## config.mk

```make
export PLATFORM = sky130hd
export DESIGN_NAME = wdb_top
export DESIGN_NICKNAME = d
export VERILOG_FILES = /design/src/rtl/wdb_pkg.sv /design/src/rtl/wdb_mode_gate.sv /design/src/rtl/wdb_split_counter.sv /design/src/rtl/wdb_escalate.sv /design/src/rtl/wdb_top.sv
export SDC_FILE = /design/constraint.sdc
export NUM_CORES = 1
export LEC_CHECK = 0
export ABC_AREA = 1
export BUFFER_PORTS_ARGS = -buffer_cell sky130_fd_sc_hd__buf_2
export CAP_MARGIN = 20
export CELL_PAD_IN_SITES_DETAIL_PLACEMENT = 0
export CELL_PAD_IN_SITES_GLOBAL_PLACEMENT = 2
export CORE_MARGIN = 2
export CORE_UTILIZATION = 29
export DETAILED_ROUTE_END_ITERATION = 7
export PLACE_DENSITY = 0.85
export SYNTH_ARGS = -nofsm -noshare
export SYNTH_HDL_FRONTEND = slang
export SYNTH_SLANG_ARGS = --single-unit
```

## constraint.sdc

```tcl
create_clock -name clk -period 2.86 [get_ports clk]
set_input_delay 0.572 -clock clk [delete_from_list [all_inputs] [get_ports clk]]
set_output_delay 0.572 -clock clk [all_outputs]
set_load 0.01 [all_outputs]
```

## src/rtl/wdb_pkg.sv

```systemverilog
// Package: shared types of the byte-split watchdog.
// Assumes nothing; holds only type definitions.
package wdb_pkg;
    // Counter test selection as seen on the test_sel pins.
    typedef enum logic [1:0] {
        TM_FULL  = 2'b00,
        TM_LOW   = 2'b01,
        TM_HIGH  = 2'b10,
        TM_SPARE = 2'b11
    } test_mode_e;

    // Escalation state of the timeout handler.
    typedef enum logic [1:0] {
        ESC_IDLE   = 2'b00,
        ESC_WARN   = 2'b01,
        ESC_BACKUP = 2'b10,
        ESC_FIRED  = 2'b11
    } esc_state_e;
endpackage

```

## src/rtl/wdb_mode_gate.sv

```systemverilog
// Module: decides whether a reference tick is counted.
// Assumes ref_tick is a one-cycle enable in the clk domain. Debug takes
// precedence over stop, and stop over wait. Purely combinational.
module wdb_mode_gate (
    input  logic ref_tick,
    input  logic ref_is_bus,
    input  logic mode_debug,
    input  logic mode_wait,
    input  logic mode_stop,
    input  logic wd_enable,
    input  logic run_in_debug,
    input  logic run_in_wait,
    input  logic run_in_stop,
    input  logic halted,
    output logic cnt_en
);
    logic mode_ok;

    // Pick the permission that applies to the current power/debug state.
    always_comb begin
        if (mode_debug)
            mode_ok = run_in_debug && !ref_is_bus;
        else if (mode_stop)
            mode_ok = run_in_stop && run_in_wait && !ref_is_bus;
        else if (mode_wait)
            mode_ok = run_in_wait;
        else
            mode_ok = 1'b1;
    end

    // Count only an enabled, permitted tick while no reset is pending.
    always_comb cnt_en = ref_tick && wd_enable && mode_ok && !halted;
endmodule

```

## src/rtl/wdb_split_counter.sv

```systemverilog
// Module: the watchdog counter, built from two byte stages.
// Assumes WIDTH is even and the limit stays steady while counting.
// In full mode the stages form one WIDTH-bit counter. In low-byte test mode
// only the low stage counts. In high-byte test mode the high stage advances
// on each toggle of the low stage's top bit. A hit clears the count.
module wdb_split_counter
    import wdb_pkg::*;
#(
    parameter int WIDTH = 16
) (
    input  logic             clk,
    input  logic             rst_n,
    input  logic             cnt_en,
    input  logic             clear,
    input  test_mode_e       test_mode,
    input  logic [WIDTH-1:0] limit,
    output logic [WIDTH-1:0] count,
    output logic             full_hit,
    output logic             test_hit
);
    localparam int STAGE = WIDTH / 2;

    logic [STAGE-1:0] lo_q, hi_q, lo_nxt, hi_nxt;
    logic [STAGE-1:0] lo_inc, hi_step;
    logic [WIDTH-1:0] full_inc;
    logic             top_toggle;

    // Incremented values of each stage and of the joined counter.
    always_comb begin
        lo_inc     = lo_q + 1'b1;
        full_inc   = {hi_q, lo_q} + 1'b1;
        top_toggle = lo_inc[STAGE-1] != lo_q[STAGE-1];
        hi_step    = hi_q + STAGE'(top_toggle);
    end

    // Next-state and match logic for the selected counting variant.
    always_comb begin
        lo_nxt   = lo_q;
        hi_nxt   = hi_q;
        full_hit = 1'b0;
        test_hit = 1'b0;
        if (cnt_en) begin
            unique case (test_mode)
                TM_LOW: begin
                    test_hit = lo_inc == limit[STAGE-1:0];
                    lo_nxt   = test_hit ? '0 : lo_inc;
                end
                TM_HIGH: begin
                    test_hit = top_toggle && (hi_step == limit[WIDTH-1:STAGE]);
                    lo_nxt   = test_hit ? '0 : lo_inc;
                    hi_nxt   = test_hit ? '0 : hi_step;
                end
                default: begin
                    full_hit = full_inc == limit;
                    lo_nxt   = full_hit ? '0 : full_inc[STAGE-1:0];
                    hi_nxt   = full_hit ? '0 : full_inc[WIDTH-1:STAGE];
                end
            endcase
        end
    end

    // Stage registers; a refresh clear overrides counting.
    always_ff @(posedge clk) begin
        if (!rst_n || clear) begin
            lo_q <= '0;
            hi_q <= '0;
        end else begin
            lo_q <= lo_nxt;
            hi_q <= hi_nxt;
        end
    end

    assign count = {hi_q, lo_q};
endmodule

```

## src/rtl/wdb_escalate.sv

```systemverilog
// Module: turns counter hits into the warning interrupt, the reset request
// and the test pass flag. Assumes the hits are one-cycle pulses. The reset
// request is sticky until rst_n. The fallback path arms only with the
// interrupt enabled and a reference clock other than the bus clock.
module wdb_escalate
    import wdb_pkg::*;
(
    input  logic clk,
    input  logic rst_n,
    input  logic full_hit,
    input  logic test_hit,
    input  logic refresh,
    input  logic irq_enable,
    input  logic ref_is_bus,
    input  logic bus_clk_on,
    output logic wd_irq,
    output logic wd_reset,
    output logic test_pass
);
    esc_state_e state_q;
    logic       backup_armed;

    // Fallback reset may only be relied on when the counter clock is independent.
    always_comb backup_armed = irq_enable && !ref_is_bus;

    // Escalation sequence: idle, warning, fallback pending, fired.
    always_ff @(posedge clk) begin
        if (!rst_n) begin
            state_q   <= ESC_IDLE;
            test_pass <= 1'b0;
        end else if (state_q != ESC_FIRED) begin
            if (test_hit) begin
                state_q   <= ESC_FIRED;
                test_pass <= 1'b1;
            end else if (refresh) begin
                state_q <= ESC_IDLE;
            end else begin
                unique case (state_q)
                    ESC_IDLE:
                        if (full_hit)
                            state_q <= irq_enable ? ESC_WARN : ESC_FIRED;
                    ESC_WARN:
                        if (full_hit) begin
                            if (bus_clk_on || backup_armed)
                                state_q <= ESC_FIRED;
                        end else if (!bus_clk_on && backup_armed) begin
                            state_q <= ESC_BACKUP;
                        end
                    ESC_BACKUP:
                        if (full_hit)
                            state_q <= ESC_FIRED;
                    default: state_q <= state_q;
                endcase
            end
        end
    end

    // Decode the outputs from the state.
    always_comb begin
        wd_irq   = (state_q == ESC_WARN) || (state_q == ESC_BACKUP);
        wd_reset = state_q == ESC_FIRED;
    end
endmodule

```

## src/rtl/wdb_top.sv

```systemverilog
// Module: top of the byte-split watchdog. Joins the mode gate, the split
// counter and the escalation logic. Assumes all inputs are synchronous to clk
// and that the reference clock reaches it as a one-cycle tick.
module wdb_top
    import wdb_pkg::*;
#(
    parameter int WIDTH = 16
) (
    input  logic             clk,
    input  logic             rst_n,
    input  logic             ref_tick,
    input  logic             ref_is_bus,
    input  logic             bus_clk_on,
    input  logic             mode_debug,
    input  logic             mode_wait,
    input  logic             mode_stop,
    input  logic             wd_enable,
    input  logic             run_in_debug,
    input  logic             run_in_wait,
    input  logic             run_in_stop,
    input  logic             irq_enable,
    input  logic [1:0]       test_sel,
    input  logic [WIDTH-1:0] timeout_val,
    input  logic             refresh,
    output logic             wd_irq,
    output logic             wd_reset,
    output logic             test_pass
);
    logic             cnt_en;
    logic             full_hit;
    logic             test_hit;
    logic [WIDTH-1:0] count_q;
    test_mode_e       test_mode;

    // Map the raw selection pins onto the mode type.
    always_comb test_mode = test_mode_e'(test_sel);

    wdb_mode_gate gate_i (
        .ref_tick     (ref_tick),
        .ref_is_bus   (ref_is_bus),
        .mode_debug   (mode_debug),
        .mode_wait    (mode_wait),
        .mode_stop    (mode_stop),
        .wd_enable    (wd_enable),
        .run_in_debug (run_in_debug),
        .run_in_wait  (run_in_wait),
        .run_in_stop  (run_in_stop),
        .halted       (wd_reset),
        .cnt_en       (cnt_en)
    );

    wdb_split_counter #(.WIDTH(WIDTH)) cnt_i (
        .clk       (clk),
        .rst_n     (rst_n),
        .cnt_en    (cnt_en),
        .clear     (refresh),
        .test_mode (test_mode),
        .limit     (timeout_val),
        .count     (count_q),
        .full_hit  (full_hit),
        .test_hit  (test_hit)
    );

    wdb_escalate esc_i (
        .clk        (clk),
        .rst_n      (rst_n),
        .full_hit   (full_hit),
        .test_hit   (test_hit),
        .refresh    (refresh),
        .irq_enable (irq_enable),
        .ref_is_bus (ref_is_bus),
        .bus_clk_on (bus_clk_on),
        .wd_irq     (wd_irq),
        .wd_reset   (wd_reset),
        .test_pass  (test_pass)
    );
endmodule

```

Yosys cells after proc, flatten, opt, wreduce, memory -nomap -nowiden
Cells that the tools add are included.
- input port bits: 32
- flip-flop bits (word level): 19
- add/sub/neg operators: 3
- mux-type cells: 23
- bitwise gates (word level): 1
- eq/ne operators: 14
- reduce and logical (&&, ||, !) cells: 22
- operators by type and width (cell ; number):
    $mux 8 ; 5
    $pmux 8 s2 ; 2
    $add 16x1->16 const B ; 1
    $eq 16x16->1 ; 1
    $eq 8x8->1 ; 2
    $mux 2 ; 8
    $ne 5x4->1 const B ; 2
    $logic_and 1x1->1 ; 9
    $add 8x1->8 ; 1
    $add 8x1->8 const B ; 1
    $ne 4x4->1 const B ; 2
    $eq 2x2->1 const B ; 3
    $mux 1 ; 6
    $pmux 2 s3 ; 1
    $reduce_and 6->1 ; 1
    $reduce_bool 5->1 ; 1
    $eq 2x1->1 const B ; 2
    $logic_not 1->1 ; 4
    $reduce_and 2->1 ; 2
    $logic_or 1x1->1 ; 3
    $logic_not 2->1 ; 1
    $ne 2x2->1 const B ; 1
    $pmux 1 s2 ; 1
    $reduce_or 2->1 ; 1
    2 further kinds ; 2

Logic depth before layout (Yosys ltp)
- word-level depth: 11
- depth in mapped cells: 21

By module
From an unflattened synthesis, not the netlist that was laid out.
- cells, all modules: 415
- area, all modules: 2238.4 um2
- by module, submodules not included (module ; seq. area each (um2) ; cells an instance ; area an instance (um2) ; times used):
    wdb_split_counter ; 320.3 ; 356 ; 1901.8 ; 1
    wdb_escalate ; 60.1 ; 46 ; 281.5 ; 1
    wdb_mode_gate ; 0.0 ; 13 ; 55.1 ; 1

Least setup slack after synthesis
OpenSTA, ideal clock, no wires.
- path type: register to register
- start point: register cnt_i.lo_q[3]
- end point: register esc_i.state_q[1]
- cell stages (with the launch flop): 20
- path slack: 0.533 ns
- required time: 2.796 ns
- arrival time: 2.263 ns
- buffers on the path: 0
- library setup time: 0.064 ns
- path through: dfxtp_1 nand2_2 nor2_8 nand2_4 inv_1 ha_1 ha_1 xor2_1 xor2_1 nor3_1 nand2_1 nor2_1 nand3_1 nand2_1 nand2_1 nor2_1 nor2_1 nand3_1 nand2_1 nor2_1
- longest elaborated chain between the ends: 9
- ends and longest elaborated chain (what ; RTL line ; text):
    start: declaration ; wdb_split_counter.sv:23 ; logic [STAGE-1:0] lo_q, hi_q, lo_nxt, hi_nxt;
    start signal: assignment ; wdb_split_counter.sv:68 ; lo_q <= lo_nxt;
    $add 8x1->8 ; wdb_split_counter.sv:30 ; lo_inc = lo_q + 1'b1;
    $ne 1x1->1 ; wdb_split_counter.sv:32 ; top_toggle = lo_inc[STAGE-1] != lo_q[STAGE-1];
    $add 8x1->8 ; wdb_split_counter.sv:33 ; hi_step = hi_q + STAGE'(top_toggle);
    $eq 8x8->1 ; wdb_split_counter.sv:49 ; test_hit = top_toggle && (hi_step == limit[WIDTH-1:STAGE]);
    $logic_and 1x1->1 ; wdb_split_counter.sv:49 ;
    $pmux 1 s2 ; wdb_split_counter.sv:43 ; unique case (test_mode)
    $mux 1 ; wdb_split_counter.sv:42 ; if (cnt_en) begin
    $ne 5x4->1 (no source line), or another cell as far along ; n/a ;
    $reduce_and 6->1 (no source line) ; n/a ;
    end signal: assignment ; wdb_escalate.sv:41 ; state_q <= irq_enable ? ESC_WARN : ESC_FIRED;
    end signal: assignment ; wdb_escalate.sv:52 ; default: state_q <= state_q;
    end: declaration ; wdb_escalate.sv:20 ; esc_state_e state_q;
Parallel ways exist; a longest one is shown, timed or not.
A chain may end at the register's enable or synchronous reset.

Worst setup path in the final report
- start point: register cnt_i.lo_q[1]
- end point: register esc_i.state_q[1]
The elaborated chain is that of the path after synthesis.

==> impl_metrics.tcl <==
set metrics [dict create \
    final_cells 530 \
    ant_nets 0 \
    ys_seq_area_frac 0.172 \
    die_area_um2 8360 \
    syn_to_final_growth_pct 19.1 \
    start_util 0.302 \
    path_buf_inv 0 \
    post-route-util 0.360 \
    cpPeakStageDelay_ns 0.40 \
    peakVddDrop_mv 0.131 \
    numPortBuffers 34 \
    synthTopCellsByArea "nand2_1 (22%), dfxtp_1 (17%), nand3_1 (9.9%)" \
    grt_use_total 0.167 \
    drtPass1Iterations 4 \
    path_delay_family "simple AND/OR/NAND/NOR gates" \
    status "finished clean" \
    slew_violations 0 \
    coreArea_um2 7330 \
    grt_max_degree 17 \
    drt_iter0_drc 142 \
    fillers 838 \
    worst_slew_pin_slew_ns 0.499 \
    drive_gt1_frac 0.197 \
    period_needed_ns 2.62 \
    grt_pass1_vias 2343 \
    p_per_area_nw_per_um2 244 \
    setup_slack_ns 0.245 \
    grt_pass1_wl_um 11300 \
    synth_cell_types 29 \
    cp_max_fo 10 \
    clk_pin_slew_ns 0.08 \
    syn_inst 389 \
    crit_path_cell_trace "ha_1 -> nand3_2 -> nor2_4 -> nand4_1 -> nand2_1 -> nand2_1 -> nand2_1 -> nand3_1 -> nor2_4 -> nand2_4 -> nor2_2 -> nand4_1 -> nand2_1 -> nand2_2 -> a21oi_1 -> nor2_1" \
    cts_buffers 3 \
    whs_ns 0.481 \
    cts_tree "done" \
    vias 2528 \
    ios 35 \
    finalSetupTns_ns 0 \
    insertedDiodeCount 0 \
    antenna_found_initial 0 \
    hp-class "flip-flop to flip-flop" \
    arrival_ns 2.78 \
    wl_per_cell_um 12.9 \
    grt-ovfl-total 0 \
    die_width_um 91.4 \
    final.setup_skew_ns 0.00303 \
    crit_start "cnt_i.lo_q[1]" \
    cp.required_ns 3.03 \
    cts_root_buf "clkbuf_8" \
    gp_congestion 0.830 \
    ys_warn_count 0 \
    setup_viol 0 \
    viasPerCell 4.77 \
    leakage_uw 0.00127 \
    synth_nets 430 \
    ys_seq_elements 19 \
    critical_path_class "flip-flop to flip-flop" \
    relSlewSlack 0.667 \
    r2r_start "cnt_i.lo_q[1]" \
    row_count 31 \
    crit_top_cell "nand2_1" \
    cts_num_sinks 19 \
    clk_latency_ns 0.27 \
    hold_start "esc_i.test_pass" \
    rsz0062_at_grt "no" \
    cap_violations 0 \
    synth_top_area_cell "nand2_1" \
    drc 0 \
    hold_viol_final 0 \
    crit_path_end_kind "flip-flop" \
    synth_top_cell_area_share 0.217 \
    synth_area_per_cell_um2 5.70 \
    dp_hpwl_um 5450 \
    max_freq_mhz 382 \
    clockBufferDepth 2 \
    syn_area_um2 2220 \
    place_ws_ns 0.0923 \
    cp_slowest_cell "dfxtp_1" \
    worst_setup_path_start_kind "flip-flop" \
    dieHeight_um 91.4 \
    min_period_over_period 0.914 \
    layout.nets 473 \
    placed_cells 524 \
    routed_wl_um 6810 \
    htree_levels 1 \
]
[per-stage QoR]
stage | cell area [um^2] | total power, uW
after global routing | 2640 | 687
after detailed placement | 2530 | 440
final | 2640 | 643
after floorplan | 2220 | 382
after global placement | 2530 | 440
after CTS | 2580 | 649
[logic make-up after synthesis]
kind of cell | Yosys count | share of synthesized area
and+or+nand+nor | 257 | 0.540
buffers and inverters | 56 | 0.0949
AOI/OAI and AO/OA | 41 | 0.115
DFF | 19 | 0.172
adders and majority gates | 9 | 0.0508
xor gates and xnor gates | 7 | 0.0277
[cells in the mapped netlist, drive strengths merged]
library cell,count
a21oi,15
or4,1
nor2,47
ha,9
nand3,45
a311o,1
o21bai,2
clkbuf,2
nand4,17
nand3b,4
a31oi,9
o21ai,13
nor3,2
nand2,138
inv,54
o22ai,1
or2,3
xor2,7
dfxtp,19
[worst paths after layout]
check                                         to  slack [ns]  cells past startpoint
worst min register to register   esc_i.test_pass        0.48                      2
worst max register to register  esc_i.state_q[1]        0.24                     16
worst max-delay path            esc_i.state_q[1]        0.24                     16
worst min-delay path             esc_i.test_pass        0.48                      2
[timing repair]
| item | CTS | global route |
|---|---|---|
| setup endpoints to repair | 0 | 18 |
| setup buffers | 0 | 2 |
| hold buffers | 0 | 0 |
| gates resized for setup | 0 | 15 |
[state kept, by name (all words and copies together) (netlist names)]
| register | count |
|---|---|
| cnt_i.hi_q | 8 |
| cnt_i.lo_q | 8 |
| esc_i.state_q | 2 |
| esc_i.test_pass | 1 |
[worst min-delay path, delay by kind of cell, from the launching register on]
family / cells / cell delay (ns)
flops: 1 / 0.33
simple gates: 2 / 0.12
[placed cells by master (no fill, tap or decap), types with 3 or more instances in the layout]
cell type / synthesis / layout
inv_1: 53 / 52
xor2_1: 7 / 5
nand2_1: 128 / 127
a31oi_1: 8 / 8
a21oi_1: 15 / 15
buf_4: 0 / 6
clkbuf_8: 0 / 3
buf_2: 0 / 34
dfxtp_2: 0 / 5
nand2_2: 8 / 9
nand4_1: 17 / 17
or2_2: 3 / 3
nor2_1: 38 / 36
nor2_2: 4 / 5
nand3b_1: 4 / 4
dfxtp_1: 19 / 14
o21ai_0: 11 / 11
nor2_4: 3 / 4
nand3_1: 44 / 43
ha_1: 9 / 8
[metal layers]
| layer | global-route usage | up-vias | share of wire | wire (um) |
|---|---|---|---|---|
| met5 | 0 | - | 0 | 0 |
| met4 | 0.0492 | 0 | 0.0094 | 64 |
| met3 | 0.0232 | 7 | 0.045 | 304 |
| met2 | 0.277 | 41 | 0.46 | 3130 |
| met1 | 0.225 | 1131 | 0.49 | 3310 |
| li1 | - | 1349 | - | - |
[where the power goes]
group	internal [uW]	total (uW)	leakage (uW)	switching (uW)
Combinational	60.9	160	0.00109	98.7
Sequential	270	277	0.000156	7.26
Clock	99.6	207	0.0000228	107
Total	430	643	0.00127	213
[layout make-up]
type                    count  area [um^2]  share of cell area
clock buffers               4         45.0              0.0171
multi-input cells         314         1670               0.631
flip-flops and latches     19          387               0.147
repair buffers             40          215              0.0816
well taps                  99          124              0.0469
inverters                  54          203              0.0768
(Power assumes the default switching activity.)
